--- src/rtl/seg_shuffler_pkg.sv ---
package seg_shuffler_pkg;

  localparam int NUM_Q = 4;
  localparam int PERM_COUNT = 24;
  localparam int PERM_W = 5;

  typedef logic [NUM_Q-1:0][1:0] qOrder_t;

  typedef struct packed {
    logic capture;
    logic [PERM_W-1:0] permIdx;
  } shufCtl_t;

  // Lehmer-style decode of a permutation index into a quarter order.
  function automatic qOrder_t decodePerm(input logic [PERM_W-1:0] idx);
    logic [1:0] pool [NUM_Q];
    logic [1:0] digit [NUM_Q];
    qOrder_t res;
    int iv;
    iv = int'(idx);
    for (int m = 0; m < NUM_Q; m++) pool[m] = 2'(m);
    digit[0] = 2'(iv / 6);
    digit[1] = 2'((iv % 6) / 2);
    digit[2] = 2'(iv % 2);
    digit[3] = 2'd0;
    for (int k = 0; k < NUM_Q; k++) begin
      res[k] = pool[digit[k]];
      for (int m = 0; m < NUM_Q - 1; m++) begin
        if (2'(m) >= digit[k]) pool[m] = pool[m+1];
      end
    end
    return res;
  endfunction

endpackage

--- src/rtl/seg_shuffle_ctrl.sv ---
module seg_shuffle_ctrl
  import seg_shuffler_pkg::*;
#(
  parameter int LFSR_W = 8,
  parameter logic [LFSR_W-1:0] LFSR_SEED = 8'h01,
  parameter int MAX_PERIOD = 16
) (
  input  logic       clk,
  input  logic       rstN,
  input  logic       updStb,
  input  logic       shufEn,
  input  logic [1:0] perSel,
  output shufCtl_t   ctl
);

  localparam int CNT_W = $clog2(MAX_PERIOD);

  logic [CNT_W-1:0] strobeCnt;
  logic [CNT_W-1:0] lastIdx;
  logic [LFSR_W-1:0] lfsrQ;
  logic [LFSR_W-1:0] lfsrNxt;
  logic [PERM_W-1:0] permIdx;
  logic boundary;

  always_comb begin
    case (perSel)
      2'd0:    lastIdx = CNT_W'(3);
      2'd1:    lastIdx = CNT_W'(7);
      default: lastIdx = CNT_W'(MAX_PERIOD - 1);
    endcase
  end

  assign lfsrNxt  = {lfsrQ[LFSR_W-2:0], lfsrQ[7] ^ lfsrQ[5] ^ lfsrQ[4] ^ lfsrQ[3]};
  assign boundary = updStb && (strobeCnt >= lastIdx);

  always_ff @(posedge clk or negedge rstN) begin
    if (!rstN) begin
      strobeCnt <= '0;
      lfsrQ     <= LFSR_SEED;
      permIdx   <= '0;
    end else if (!shufEn) begin
      strobeCnt <= '0;
      permIdx   <= '0;
    end else if (boundary) begin
      strobeCnt <= '0;
      lfsrQ     <= lfsrNxt;
      permIdx   <= PERM_W'(lfsrNxt % LFSR_W'(PERM_COUNT));
    end else if (updStb) begin
      strobeCnt <= strobeCnt + 1'b1;
    end
  end

  assign ctl.capture = updStb;
  assign ctl.permIdx = permIdx;

  a_r7_disabled_identity: assert property (@(posedge clk) disable iff (!rstN)
    !shufEn |=> (permIdx == '0 && strobeCnt == '0));
  a_r5_perm_hold_mid_period: assert property (@(posedge clk) disable iff (!rstN)
    (shufEn && !updStb) |=> $stable(permIdx));
  a_r6_perm_range: assert property (@(posedge clk) disable iff (!rstN)
    permIdx < PERM_W'(PERM_COUNT));
  a_r6_lfsr_nonzero: assert property (@(posedge clk) disable iff (!rstN)
    lfsrQ != '0);
  a_r5_counter_wraps: assert property (@(posedge clk) disable iff (!rstN)
    (shufEn && boundary) |=> strobeCnt == '0);

endmodule

--- src/rtl/seg_shuffle_dpath.sv ---
module seg_shuffle_dpath
  import seg_shuffler_pkg::*;
#(
  parameter int CODE_W = 4
) (
  input  logic                    clk,
  input  logic                    rstN,
  input  logic [CODE_W-1:0]       msbCode,
  input  shufCtl_t                ctl,
  output logic [2**CODE_W-1:0]    cellEn
);

  localparam int CELLS = 2**CODE_W;
  localparam int CELLS_Q = CELLS / NUM_Q;
  localparam int CNT_W = CODE_W - 1;

  qOrder_t order;
  logic [CNT_W-1:0] baseCnt;
  logic [1:0] remCnt;
  logic [CNT_W-1:0] qCnt [NUM_Q];
  logic [CELLS-1:0] thermo;

  always_comb begin
    order   = decodePerm(ctl.permIdx);
    baseCnt = CNT_W'(msbCode >> 2);
    remCnt  = msbCode[1:0];
    for (int q = 0; q < NUM_Q; q++) begin
      qCnt[q] = baseCnt;
      for (int k = 0; k < NUM_Q; k++) begin
        if (order[k] == 2'(q) && 2'(k) < remCnt) qCnt[q] = baseCnt + 1'b1;
      end
    end
  end

  for (genvar gq = 0; gq < NUM_Q; gq++) begin : g_quarter
    for (genvar gj = 0; gj < CELLS_Q; gj++) begin : g_cell
      assign thermo[gq*CELLS_Q + gj] = (CNT_W'(gj) < qCnt[gq]);
    end

    a_r3_quarter_share: assert property (@(posedge clk) disable iff (!rstN)
      ctl.capture |=>
        ($countones(cellEn[gq*CELLS_Q +: CELLS_Q]) == int'($past(msbCode) >> 2) ||
         $countones(cellEn[gq*CELLS_Q +: CELLS_Q]) == int'($past(msbCode) >> 2) + 1));
    a_r3_thermo_shape: assert property (@(posedge clk) disable iff (!rstN)
      (cellEn[gq*CELLS_Q +: CELLS_Q] &
       (cellEn[gq*CELLS_Q +: CELLS_Q] + CELLS_Q'(1))) == '0);
  end

  always_ff @(posedge clk or negedge rstN) begin
    if (!rstN)            cellEn <= '0;
    else if (ctl.capture) cellEn <= thermo;
  end

  a_r2_total_cells: assert property (@(posedge clk) disable iff (!rstN)
    ctl.capture |=> $countones(cellEn) == int'($past(msbCode)));
  a_r2_hold_no_strobe: assert property (@(posedge clk) disable iff (!rstN)
    !ctl.capture |=> $stable(cellEn));

endmodule

--- src/rtl/seg_shuffler.sv ---
module seg_shuffler
  import seg_shuffler_pkg::*;
#(
  parameter int CODE_W = 4,
  parameter int LFSR_W = 8,
  parameter int MAX_PERIOD = 16
) (
  input  logic                 clk,
  input  logic                 rstN,
  input  logic [CODE_W-1:0]    msbCode,
  input  logic                 updStb,
  input  logic                 shufEn,
  input  logic [1:0]           perSel,
  output logic [2**CODE_W-1:0] cellEn
);

  shufCtl_t ctl;

  seg_shuffle_ctrl #(
    .LFSR_W(LFSR_W),
    .LFSR_SEED(LFSR_W'(1)),
    .MAX_PERIOD(MAX_PERIOD)
  ) u_ctrl (
    .clk(clk),
    .rstN(rstN),
    .updStb(updStb),
    .shufEn(shufEn),
    .perSel(perSel),
    .ctl(ctl)
  );

  seg_shuffle_dpath #(
    .CODE_W(CODE_W)
  ) u_dpath (
    .clk(clk),
    .rstN(rstN),
    .msbCode(msbCode),
    .ctl(ctl),
    .cellEn(cellEn)
  );

endmodule

--- config.mk ---
export PLATFORM = sky130hd
export DESIGN_NAME = seg_shuffler
export DESIGN_NICKNAME = d
export VERILOG_FILES = /design/src/rtl/seg_shuffler_pkg.sv /design/src/rtl/seg_shuffle_ctrl.sv /design/src/rtl/seg_shuffle_dpath.sv /design/src/rtl/seg_shuffler.sv
export SDC_FILE = /design/constraint.sdc
export NUM_CORES = 1
export LEC_CHECK = 0
export CORE_ASPECT_RATIO = 1.25
export CORE_MARGIN = 2
export CORE_UTILIZATION = 55
export CTS_CLUSTER_DIAMETER = 150
export DETAILED_ROUTE_END_ITERATION = 6
export PLACE_DENSITY = 0.76
export SLEW_MARGIN = 20
export SYNTH_ARGS = -nofsm -noshare
export SYNTH_HDL_FRONTEND = slang
export SYNTH_SLANG_ARGS = --single-unit
--- constraint.sdc ---
create_clock -name clk -period 11.6 [get_ports clk]
set_clock_uncertainty 0.2 [all_clocks]
set_input_delay 2.32 -clock clk [delete_from_list [all_inputs] [get_ports clk]]
set_output_delay 2.32 -clock clk [all_outputs]
set_load 0.1 [all_outputs]
==> impl_results.md <==
* Worst slack at placement at approximately 6.3 ns
* Via count at around 1800
* Critical path class: in -> reg
* Final instance area at about 2600 um2
* Complex-gate fraction of the synthesized area at about a fifth
* Per-cell routed wire length at roughly 15 um
* Reg area at ~830 um2
* Prevailing post-synth register cell: dfrtp_1
* R2R Path End: u_dpath.cellEn[4]
* Hold Vio Cnt, Final at 0
* Register area share after synthesis at a little under two fifths
* Syn Nets at 260
* Post-Layout Cell Count at about 320
* Wire length of the first global-routing pass at 7230 um
* Fmax achieved at a little under 0.2 GHz
* Post-CTS setup buffer count at 0
* Vias per inst at roughly 5.7
* Final min period at 5.05 ns
* Worst setup margin at 6.55 ns
* Pwr dens at about 110 nW/um2
* IO Port Bufs at 25
* Hold buffers post-CTS at 0
* CTS tree: done
* Critical Path Start Type: primary input
* Data arrival time of the critical path at ~5 ns
* Initial cell density of the core at 56.3%
* Worst-path clk slew at approximately 0.07 ns
* Fillers at 337
* Largest net degree at the start of global routing at 34
* Routed WL at between 4000 and 5000 um
* Setup TNS at 0 ns
* Remaining DRCs at 0
* Worst flop-to-flop path startpoint: u_ctrl.permIdx[4]
* Post-CTS resize count at 0
* Worst Setup SP: updStb
* Area Growth Syn to Fin at 16.3%
* Design Power at 0.000295 W
* RSZ-0062 raised after global routing: no
* Share of cells above drive strength 1 at between 10% and 20%
* Vias in the first global route at around 1600
* Hpwl dp at approximately 3300 um
* Hold wc startpoint: u_ctrl.lfsrQ[0]
* Final setup vio count at 0
* Worst min path class: reg -> reg
* Core ar. at between 4000 and 5000 um2
* Area of the multi-input gates at roughly 1300 um2
* Synth warn at 0
* Placed Area at around 2500 um2
* Largest family of logic cells by synthesized area: compound AO/OA/AOI/OAI gates
* Crit path max fanout at 18
* #FFs+latches synth at 33
* Slew headroom at between 30% and 40%
* Clock Sinks at 33
* Tot GR Track Use at around a fifth
* Initial antenna violation count at 0
* Post-Synth Simple-Gate Area at between 10% and 20%
* Die width at slightly above 60 um
* Leakage at about 1.1 nW
* Post-synthesis xor/xnor area fraction at between 3 and 4%
* Grt total ovfl at 0
* Count of pins over their slew limit at 0
* Multiplexer share of the synthesized area at 10.1%
* I/O pin count at 26
* Placed Cells at about 310
* Status: completed
* Clock tree buffer depth at 2
* N_diodes at 0
* Fin crit share at 43.5%
* Initial drt markers at roughly 180
* Mapped Area at approximately 2300 um2
* H-tree Lvls at 2
* R2R Setup Slk at a little over 7 ns
* Worst IR drop on VDD at between 0.0001 and 0.00015 V
* Adder-Cell Fraction of Synth Area at 3.89%
* Number of synthesized flops with an enable pin at 0
* Worst-Margin Slew at 0.993 ns
* Worst R2R Path Depth at 13
* DRT Pass-1 Iters at 5
* Layout Nets at approximately 280
* CP Capture Type: flop
* Row Count at 26
* Avg Cell Area, Syn at between 9 and 10 um2
* Full die area at 4620 um2
* Die Y at roughly 76 um
* Clock root buffer: clkbuf_8
* Distinct cells, synth at 53
* Max_cap viols at 0
* Latest clock arrival within the worst-skew pair at just under 0.3 ns
* TritonCTS buffer count at 5
* Post-route ant nets at 0
* FFs w/ async S/R, synth at 100%
* Worst Path Required at around 12 ns
* Gate Count Post-Synth at between 200 and 250
* Critical Path Sink: u_ctrl.lfsrQ[4]
* GPL Wtd Cong at 0.823
==> how the worst min path moves through the flow <==
stage,slack (ns),end,cells past startpoint
2_1_floorplan,0.26,u_ctrl.lfsrQ[0],2
3_3_place_gp,0.28,u_ctrl.lfsrQ[0],2
3_5_place_dp,0.28,u_dpath.cellEn[5],2
4_1_cts,0.30,u_dpath.cellEn[5],2
5_1_grt,0.31,u_ctrl.lfsrQ[0],2
6_report,0.30,u_ctrl.lfsrQ[0],2
==> per-stage QoR <==
| stage | utilization [%] | hold slack (ns) |
|---|---|---|
| 2_1_floorplan | - | 0.263 |
| 3_3_place_gp | 62.9 | 0.279 |
| 3_5_place_dp | 62.9 | 0.281 |
| 4_1_cts | 65.4 | 0.297 |
| 5_1_grt | 65.4 | 0.305 |
| 6_report | 65.4 | 0.299 |
==> routing by layer <==
metal	global-route usage [%]	share of wire, %	up-vias
met1	28.3	47	879
met2	33.5	48	25
met5	0	0	-
met4	6.76	1.6	0
met3	5.26	3.2	8
li1	-	-	919
==> worst max-delay path, cell delays in order <==
cell and delay [ns]:
clkdlybuf4s50_1 0.83, clkinv_1 0.53, nor2_1 0.61, nand2_1 0.36, mux2_2 0.35
==> placed cells by master (no fill, tap or decap), drive strengths merged, types with 4 or more instances in the layout <==
cell type       n
a211o           4
a21oi           9
clkbuf          7
clkdlybuf4s50  25
dfrtp          32
ha              7
inv             9
mux2           10
mux2i          11
nand2          24
nand2b          6
nand3           6
nor2           19
nor2b          11
o21ai          14
o2bb2ai         4
or2             4
xnor2           6
xor2            4
==> synth_stat cells (7+ instances only) <==
library cell  number  area share (%)
clkbuf_1          11             1.8
a21oi_1            9             2.0
nand2_1           24             4.0
nor2_1            19             3.2
o21ai_0           14             3.1
ha_1               7             3.9
nor2b_1           11             3.1
inv_1              9             1.5
mux2i_1           11             4.9
dfrtp_1           32              36
mux2_2             9             4.5
==> power by group <==
group | internal (W) | total (W) | switching (W)
Clock | 0.0000536 | 0.0000965 | 0.0000429
Sequential | 0.000121 | 0.000125 | 0.00000373
Combinational | 0.0000198 | 0.0000740 | 0.0000542
==> state kept, by name, indices dropped and copies added (netlist names) <==
name and flops:
u_ctrl.lfsrQ 8, u_ctrl.strobeCnt 4, u_dpath.cellEn 16, u_ctrl.permIdx 5
==> final cells by class <==
class / count / share of cell area, %
Clock buffer: 7 / 3.68
Clock inverter: 1 / 0.191
Inverter: 10 / 1.43
Multi-Input combinational cell: 186 / 50.6
Sequential cell: 33 / 31.6
Tap cell: 56 / 2.68
Timing Repair Buffer: 26 / 9.84
==> cells by family after synthesis <==
logic type      Yosys count
simple gates             85
compound gates           63
flops                    33
buf+inv                  24
mux                      21
xor+xnor                 10
fa+ha+maj                 7
(Power assumes the default switching activity.)
